## src/rtl/gpio_port_pkg.sv

```systemverilog
package gpio_port_pkg;
  localparam int REG_ADDR_W = 3;
  localparam int CFG_W      = 2;

  localparam logic [REG_ADDR_W-1:0] ADDR_DATA = 3'd0;
  localparam logic [REG_ADDR_W-1:0] ADDR_DIR  = 3'd1;
  localparam logic [REG_ADDR_W-1:0] ADDR_ATTR = 3'd2;
  localparam logic [REG_ADDR_W-1:0] ADDR_MASK = 3'd3;
  localparam logic [REG_ADDR_W-1:0] ADDR_PIN  = 3'd4;
  localparam logic [REG_ADDR_W-1:0] ADDR_CFG  = 3'd5;

  localparam int CFG_ALT_SEL = 0;
  localparam int CFG_WAKE_EN = 1;
endpackage

```

## src/rtl/gpio_port_regs.sv

```systemverilog
module gpio_port_regs
  import gpio_port_pkg::*;
#(
  parameter int PIN_W = 16
) (
  input  logic                  clk,
  input  logic                  rst,
  input  logic                  we,
  input  logic [REG_ADDR_W-1:0] addr,
  input  logic [PIN_W-1:0]      wdata,
  input  logic [PIN_W-1:0]      pin_level,
  output logic [PIN_W-1:0]      rdata,
  output logic [PIN_W-1:0]      data_q,
  output logic [PIN_W-1:0]      dir_q,
  output logic [PIN_W-1:0]      attr_q,
  output logic [PIN_W-1:0]      mask_q,
  output logic [CFG_W-1:0]      cfg_q
);
  // Register storage
  always_ff @(posedge clk) begin
    if (rst) begin
      data_q <= '0;
      dir_q  <= '0;
      attr_q <= '0;
      mask_q <= '0;
      cfg_q  <= '0;
    end else if (we) begin
      case (addr)
        ADDR_DATA: data_q <= wdata;
        ADDR_DIR:  dir_q  <= wdata;
        ADDR_ATTR: attr_q <= wdata;
        ADDR_MASK: mask_q <= wdata;
        ADDR_CFG:  cfg_q  <= wdata[CFG_W-1:0];
        default: ;
      endcase
    end
  end

  // Registered read port
  always_ff @(posedge clk) begin
    if (rst) begin
      rdata <= '0;
    end else begin
      case (addr)
        ADDR_DATA: rdata <= data_q;
        ADDR_DIR:  rdata <= dir_q;
        ADDR_ATTR: rdata <= attr_q;
        ADDR_MASK: rdata <= mask_q;
        ADDR_PIN:  rdata <= pin_level;
        ADDR_CFG:  rdata <= PIN_W'(cfg_q);
        default:   rdata <= '0;
      endcase
    end
  end
endmodule

```

## src/rtl/gpio_port_sync.sv

```systemverilog
module gpio_port_sync #(
  parameter int PIN_W  = 16,
  parameter int STAGES = 2
) (
  input  logic             clk,
  input  logic             rst,
  input  logic [PIN_W-1:0] pin_raw,
  output logic [PIN_W-1:0] pin_sync,
  output logic [PIN_W-1:0] pin_hist
);
  localparam int LAST = STAGES - 1;

  logic [PIN_W-1:0] stage_q [STAGES];

  generate
    for (genvar s = 0; s < STAGES; s++) begin : g_stage
      if (s == 0) begin : g_first
        always_ff @(posedge clk) begin
          if (rst) stage_q[s] <= '0;
          else     stage_q[s] <= pin_raw;
        end
      end else begin : g_next
        always_ff @(posedge clk) begin
          if (rst) stage_q[s] <= '0;
          else     stage_q[s] <= stage_q[s-1];
        end
      end
    end
  endgenerate

  // One-cycle history of the synchronized value for change detection
  always_ff @(posedge clk) begin
    if (rst) pin_hist <= '0;
    else     pin_hist <= stage_q[LAST];
  end

  assign pin_sync = stage_q[LAST];
endmodule

```

## src/rtl/gpio_port_wake.sv

```systemverilog
module gpio_port_wake #(
  parameter int PIN_W = 16
) (
  input  logic             clk,
  input  logic             rst,
  input  logic             enable,
  input  logic [PIN_W-1:0] pin_sync,
  input  logic [PIN_W-1:0] pin_hist,
  output logic             wake
);
  logic activity;

  assign activity = |(pin_sync ^ pin_hist);

  always_ff @(posedge clk) begin
    if (rst) wake <= 1'b0;
    else     wake <= enable & activity;
  end
endmodule

```

## src/rtl/gpio_port_cell.sv

```systemverilog
module gpio_port_cell (
  input  logic clk,
  input  logic rst,
  input  logic data_bit,
  input  logic dir_bit,
  input  logic attr_bit,
  input  logic mask_bit,
  input  logic alt_sel,
  input  logic alt0_o,
  input  logic alt0_e,
  input  logic alt1_o,
  input  logic alt1_e,
  output logic oe,
  output logic out,
  output logic pull_en,
  output logic pull_up
);
  logic oe_d, out_d, pen_d, pup_d;

  always_comb begin
    oe_d  = 1'b0;
    out_d = 1'b0;
    pen_d = 1'b0;
    pup_d = 1'b0;
    if (mask_bit) begin
      oe_d  = alt_sel ? alt1_e : alt0_e;
      out_d = alt_sel ? alt1_o : alt0_o;
    end else if (dir_bit) begin
      oe_d  = 1'b1;
      out_d = attr_bit ? data_bit : ~data_bit;
    end else begin
      pen_d = ~attr_bit;
      pup_d = ~attr_bit & data_bit;
    end
  end

  always_ff @(posedge clk) begin
    if (rst) begin
      oe      <= 1'b0;
      out     <= 1'b0;
      pull_en <= 1'b1;
      pull_up <= 1'b0;
    end else begin
      oe      <= oe_d;
      out     <= out_d;
      pull_en <= pen_d;
      pull_up <= pup_d;
    end
  end
endmodule

```

## src/rtl/gpio_port_ctl.sv

```systemverilog
module gpio_port_ctl
  import gpio_port_pkg::*;
#(
  parameter int PIN_W       = 16,
  parameter int SYNC_STAGES = 2
) (
  input  logic                  clk,
  input  logic                  rst,
  input  logic                  bus_we,
  input  logic [REG_ADDR_W-1:0] bus_addr,
  input  logic [PIN_W-1:0]      bus_wdata,
  output logic [PIN_W-1:0]      bus_rdata,
  input  logic [PIN_W-1:0]      pin_in,
  input  logic [PIN_W-1:0]      alt0_out,
  input  logic [PIN_W-1:0]      alt0_oe,
  input  logic [PIN_W-1:0]      alt1_out,
  input  logic [PIN_W-1:0]      alt1_oe,
  output logic [PIN_W-1:0]      pad_oe,
  output logic [PIN_W-1:0]      pad_out,
  output logic [PIN_W-1:0]      pad_pull_en,
  output logic [PIN_W-1:0]      pad_pull_up,
  output logic                  wake_pulse
);
  logic [PIN_W-1:0] data_q, dir_q, attr_q, mask_q;
  logic [CFG_W-1:0] cfg_q;
  logic [PIN_W-1:0] pin_sync, pin_hist;

  gpio_port_sync #(.PIN_W(PIN_W), .STAGES(SYNC_STAGES)) sync_i (
    .clk      (clk),
    .rst      (rst),
    .pin_raw  (pin_in),
    .pin_sync (pin_sync),
    .pin_hist (pin_hist)
  );

  gpio_port_regs #(.PIN_W(PIN_W)) regs_i (
    .clk       (clk),
    .rst       (rst),
    .we        (bus_we),
    .addr      (bus_addr),
    .wdata     (bus_wdata),
    .pin_level (pin_sync),
    .rdata     (bus_rdata),
    .data_q    (data_q),
    .dir_q     (dir_q),
    .attr_q    (attr_q),
    .mask_q    (mask_q),
    .cfg_q     (cfg_q)
  );

  generate
    for (genvar p = 0; p < PIN_W; p++) begin : g_pin
      gpio_port_cell cell_i (
        .clk      (clk),
        .rst      (rst),
        .data_bit (data_q[p]),
        .dir_bit  (dir_q[p]),
        .attr_bit (attr_q[p]),
        .mask_bit (mask_q[p]),
        .alt_sel  (cfg_q[CFG_ALT_SEL]),
        .alt0_o   (alt0_out[p]),
        .alt0_e   (alt0_oe[p]),
        .alt1_o   (alt1_out[p]),
        .alt1_e   (alt1_oe[p]),
        .oe       (pad_oe[p]),
        .out      (pad_out[p]),
        .pull_en  (pad_pull_en[p]),
        .pull_up  (pad_pull_up[p])
      );
    end
  endgenerate

  gpio_port_wake #(.PIN_W(PIN_W)) wake_i (
    .clk      (clk),
    .rst      (rst),
    .enable   (cfg_q[CFG_WAKE_EN]),
    .pin_sync (pin_sync),
    .pin_hist (pin_hist),
    .wake     (wake_pulse)
  );
endmodule

```

## config.mk

```make
export PLATFORM = sky130hd
export DESIGN_NAME = gpio_port_ctl
export DESIGN_NICKNAME = d
export VERILOG_FILES = /design/src/rtl/gpio_port_pkg.sv /design/src/rtl/gpio_port_regs.sv /design/src/rtl/gpio_port_sync.sv /design/src/rtl/gpio_port_wake.sv /design/src/rtl/gpio_port_cell.sv /design/src/rtl/gpio_port_ctl.sv
export SDC_FILE = /design/constraint.sdc
export NUM_CORES = 1
export LEC_CHECK = 0
export ABC_AREA = 1
export CAP_MARGIN = 20
export CELL_PAD_IN_SITES_DETAIL_PLACEMENT = 2
export CELL_PAD_IN_SITES_GLOBAL_PLACEMENT = 2
export CORE_ASPECT_RATIO = 0.6
export CORE_MARGIN = 8
export CORE_UTILIZATION = 30
export DETAILED_ROUTE_END_ITERATION = 12
export HOLD_SLACK_MARGIN = 0.03
export PLACE_DENSITY = 0.9
export SETUP_SLACK_MARGIN = 0.02
export SKIP_CTS_REPAIR_TIMING = 1
export SYNTH_ARGS = -nofsm -noshare
export SYNTH_HDL_FRONTEND = slang
export SYNTH_SLANG_ARGS = --single-unit
```

## constraint.sdc

```tcl
create_clock -name clk -period 2.3 [get_ports clk]
set_input_delay 0.46 -clock clk [delete_from_list [all_inputs] [get_ports clk]]
set_output_delay 0.46 -clock clk [all_outputs]
set_load 0.01 [all_outputs]
```

=== Word-level counts from Yosys, hierarchy flattened ===
Memories as Yosys holds them, arrays and structs flattened.
Cells that the tools add are included.

* Input bits: 102
* Memory bits (writable): 32
* Bits in registers: 163
* Memories: 1
* Word-level logic and storage cells: 303
* Output and inout port bits: 81

{| class="wikitable"
|+ Memory list
! name !! depth !! bits a word !! rd ports !! clocked after memory_dff !! write ports !! RTL line !! text
|-
| sync_i.stage_q || 2 || 16 || 2 || 0 || 2 || gpio_port_sync.sv:13 || <nowiki>logic [PIN_W-1:0] stage_q [STAGES];</nowiki>
|}

* Reduce and logical (&&, ||, !) cells: 23
* Equal/unequal tests: 5
* Multiplexer cells: 150
* Bitwise logic cells: 52

{| class="wikitable"
|+ Operators by type and width
! cell !! number
|-
| 1-bit 2-to-1 mux || 147
|-
| 16-bit case mux with 6 select lines || 1
|-
| 3-bit OR reduction || 16
|-
| 16-bit 2-to-1 mux || 2
|-
| 1-bit NOT || 32
|-
| 1-bit bitwise AND || 17
|-
| 16-bit OR reduction || 1
|-
| 16-bit XOR || 1
|-
| 2-bit AND reduction || 5
|-
| 3-bit by 2-bit equality test with 1-bit output (second input constant) || 2
|-
| 3-bit equality test (second input constant) || 2
|-
| 3-bit by 1-bit equality test with 1-bit output (second input constant) || 1
|-
| 3-bit zero test || 1
|-
| 1-bit bitwise OR || 2
|}

=== Logic depth before layout (Yosys ltp) ===
* Depth in word-level cells: 4
* Gate-level depth with buffers: 8
* Mapped depth without buffers: 7

=== Cells and area by module ===
Synthesis repeated with hierarchy kept, for this count alone.

* Cell total of the unflattened synthesis: 1136
* Area, all modules: 8106.5 um^2

{| class="wikitable"
|+ Modules (own cells, without submodules)
! module !! times used !! seq. area each (um^2) !! area an instance (um^2) !! cells an instance
|-
| gpio_port_regs || 1 || 1641.6 || 3402.0 || 482
|-
| gpio_port_cell || 16 || 80.1 || 186.4 || 26
|-
| gpio_port_sync || 1 || 960.9 || 1365.1 || 149
|-
| gpio_port_wake || 1 || 20.0 || 356.6 || 89
|}

=== Worst setup path before layout ===
No wires, ideal clock.

* Path type: in2reg
* Start: input rst
* End: memory sync_i.stage_q[0][11]
* Path buffers: 3
* Data required time: 2.172 ns
* Data arrival time: 1.273 ns
* Setup time: 0.128 ns
* Path slack: 0.899 ns
* Cell stages on the path: 4
* Cell sequence: clkbuf_1 clkbuf_1 buf_1 nor2_1

{| class="wikitable"
|+ RTL lines
! what !! RTL line !! text
|-
| start: declaration || gpio_port_ctl.sv:8 || <nowiki>input logic rst,</nowiki>
|-
| end: declaration || gpio_port_sync.sv:13 ||
|}

=== Final worst setup path ===
* Start: input bus_addr[2]
* End: register regs_i.attr_q[9]

* Word-level cells in the longest chain between the ends: 2

{| class="wikitable"
|+ RTL lines
! what !! RTL line !! text
|-
| start: declaration || gpio_port_ctl.sv:10 || <nowiki>input logic [REG_ADDR_W-1:0] bus_addr,</nowiki>
|-
| 3-bit by 2-bit equality test with 1-bit output || gpio_port_regs.sv:28 || <nowiki>case (addr)</nowiki>
|-
| 2-bit AND reduction (no line) || n/a ||
|-
| end signal: assignment || gpio_port_regs.sv:31 || <nowiki>ADDR_ATTR: attr_q <= wdata;</nowiki>
|-
| end: declaration || gpio_port_regs.sv:15 || <nowiki>output logic [PIN_W-1:0] attr_q,</nowiki>
|}

No other way between the ends.
A chain may end at the register's enable or synchronous reset.

==> results.tsv <==
metric	value	unit
Final setup viols	0	
die height	142	um
die area	31900	um^2
die width	225	um
number of nets in the layout	1251	
initial antenna violation count	4	
post-route minimum period	1.87	ns
Startpoint Class	input pin	
Port Buf Inserts	182	
switching pwr	1.87	mW
placed instance area	9690	um^2
P_leak	3.91	nW
DP HPWL	21400	um
Skew-Pair Late Insertion Delay	0.45	ns
Fin. Hold Viols	0	
Power Internal	5.64	mW
Max clock buf depth	2	
largest net degree at the start of global routing	105	
Cell Count, Final, Fillers Out	1506	
CTS tree	yes	
Setup crit end kind	flop	
Critical Path AT	2.20	ns
Crit. Startpoint	bus_addr[2]	
DR pass1 iterations	4	
Final Cell Area	10300	um^2
worst flop-to-flop path startpoint	regs_i.cfg_q[0]	
FF+latch count, synth	195	
Worst EP required	2.63	ns
Peak Freq	536	MHz
Starting Density	0.302	
Max Slew Vio Count	0	
critical path class	in -> reg	
DRC Markers	0	
CTS buffer count	17	
Least-Margin Pin Slew	0.553	ns
Tcrit/Tclk final	0.812	
Post-DRT Antenna Nets	0	
DP Cell Count	1474	
setup TNS	0	ns
initial DRC count	197	
combinational group share of total power	0.100	
worst-case clock skew	0.0123	ns
Final GP Congestion	0.794	
drt wl/cell	19.6	um
area grow syn2layout	30.5	%
Sink Count	195	
Gate Count Post-Synth	1019	
part of the power in registers	0.474	
peak supply drop	0.000409	V
hold_sp	sync_i.stage_q[0][5]	
IO Pins	183	
Via Count	7142	
Synth cell types	24	
wirelength, routed	29500	um
layout cells sized above 1	0.0611	
Avg Vias per Cell	4.74	
grt ovf	0	
status	completed	
syn_nets	1137	
Max-Cap Viols	0	
Root Buffer	clkbuf_16	
Slew headroom	0.631	
Syn Area/Cell	7.75	um^2
sw frac	0.249	
Crit Path Max Fanout	20	
FP Rows	46	
first-pass GRT wire length	45600	um
clock slew at reported path FFs	0.08	ns
vias in the first global route	8005	
RSZ-0062 raised after global routing	no	
total core area	26100	um^2
Hold WC Path Type	reg -> reg	
sequential-to-total area share from yosys stat	0.494	
Total GRT Usage	0.185	
H-tree lvl count	4	
Clock Power Share	0.426	
Yosys Warn Count	0	
n_diodes	0	
Cell Area, Synth	7900	um^2
total power per unit cell area	729	nW/um^2
## placed cells by master (no fill, tap or decap)
cell type	instances
a21oi_1	101
buf_12	2
buf_4	20
bufinv_16	3
clkbuf_16	17
clkbuf_8	3
clkdlybuf4s50_1	181
clkinv_2	3
clkinv_4	2
clkinvlp_4	3
dfxtp_1	194
dfxtp_2	1
ha_1	16
inv_1	124
inv_2	5
inv_6	1
nand2_1	124
nand2_2	4
nand2_4	1
nand3_1	27
nor2_1	152
nor2_2	1
nor2_4	3
nor3_1	16
nor3_2	1
o211ai_1	14
o21ai_0	75
o21ai_1	19
o22ai_1	16
o31ai_1	16
xor2_1	1
## Yosys cell counts
cell type | instances | area share
o31ai_1 | 16 | 0.015
dfxtp_1 | 195 | 0.49
o22ai_1 | 16 | 0.013
a21oi_1 | 101 | 0.064
buf_1 | 2 | 0.00095
nand2_4 | 1 | 0.0014
ha_1 | 16 | 0.025
o21ai_0 | 75 | 0.048
buf_4 | 64 | 0.061
inv_2 | 5 | 0.0024
nor2_4 | 3 | 0.0043
buf_2 | 14 | 0.0089
o21ai_1 | 19 | 0.012
nand2_1 | 124 | 0.059
nand3_1 | 27 | 0.017
nor2_1 | 152 | 0.072
nor3_1 | 16 | 0.010
nand2_2 | 4 | 0.0032
nor3_2 | 1 | 0.0013
o211ai_1 | 14 | 0.013
nor2_2 | 1 | 0.00079
xor2_1 | 1 | 0.0011
inv_1 | 124 | 0.059
clkbuf_1 | 28 | 0.013
## critical path, stage by stage
cell,delay (ns)
clkdlybuf4s50_1,0.55
inv_2,0.17
nand2_2,0.11
nor2_4,0.20
nand2_2,0.09
buf_4,0.23
o21ai_0,0.28
a21oi_1,0.10
## power by group through the flow
stage | registers [mW] | clock network [mW] | logic [mW]
after floorplan | 3.62 | 0 | 0.367
after global placement | 3.63 | 0 | 0.717
after detailed placement | 3.64 | 0 | 0.750
after CTS | 3.57 | 3.28 | 0.763
after global routing | 3.58 | 3.42 | 0.826
final | 3.56 | 3.20 | 0.753
## metrics by stage
step / util / setup WS, ns / total power, mW / hold slack [ns]
after detailed placement: 0.371 / 0.0770 / 4.39 / 0.399
after CTS: 0.395 / 0.427 / 7.61 / 0.405
final: 0.395 / 0.433 / 7.52 / 0.402
after global routing: 0.395 / 0.336 / 7.82 / 0.422
after floorplan: - / 0.899 / 3.98 / 0.388
after global placement: 0.371 / 0.219 / 4.35 / 0.398
## state kept, by name (all words and copies together), names as in the netlist
register	flops
g_pin.cell_i.out	16
regs_i.cfg_q	2
sync_i.stage_q	32
regs_i.attr_q	16
wake_i.wake	1
regs_i.dir_q	16
g_pin.cell_i.pull_up	16
g_pin.cell_i.oe	16
regs_i.mask_q	16
g_pin.cell_i.pull_en	16
regs_i.data_q	16
sync_i.pin_hist	16
regs_i.rdata	16
## kinds of logic (layout without fill, tap and decap cells)
logic type                 after synthesis  count (layout)  synth area share
xor gates and xnor gates                 1               1           0.00111
adders and majority gates               16              16            0.0253
buffers and inverters                  237             364             0.145
DFF                                    195             195             0.494
and+or+nand+nor                        329             329             0.169
AOI/OAI and AO/OA                      241             241             0.165
## metal layers
layer  routed length [um]  global-route usage
met2                14400               0.321
met3                 1870              0.0567
met5                   49                   0
met1                12800               0.218
met4                  379              0.0504
## cell type report
class	instances	area (um^2)
Sequential cell	195	3910
Inverter	129	484
Tap cell	360	450
Clock inverter	12	154
Clock buffer	20	467
Fill cell	2981	15800
Multi-Input combinational cell	587	2850
Timing Repair Buffer	203	2000
## final timing paths
path | slack [ns] | endpoint | cells past startpoint
max | 0.43 | regs_i.attr_q[9] | 8
min | 0.40 | sync_i.stage_q[1][5] | 2
max reg2reg | 0.99 | g_pin[11].cell_i.oe | 5
min reg2reg | 0.40 | sync_i.stage_q[1][5] | 2
(Power assumes the default switching activity.)
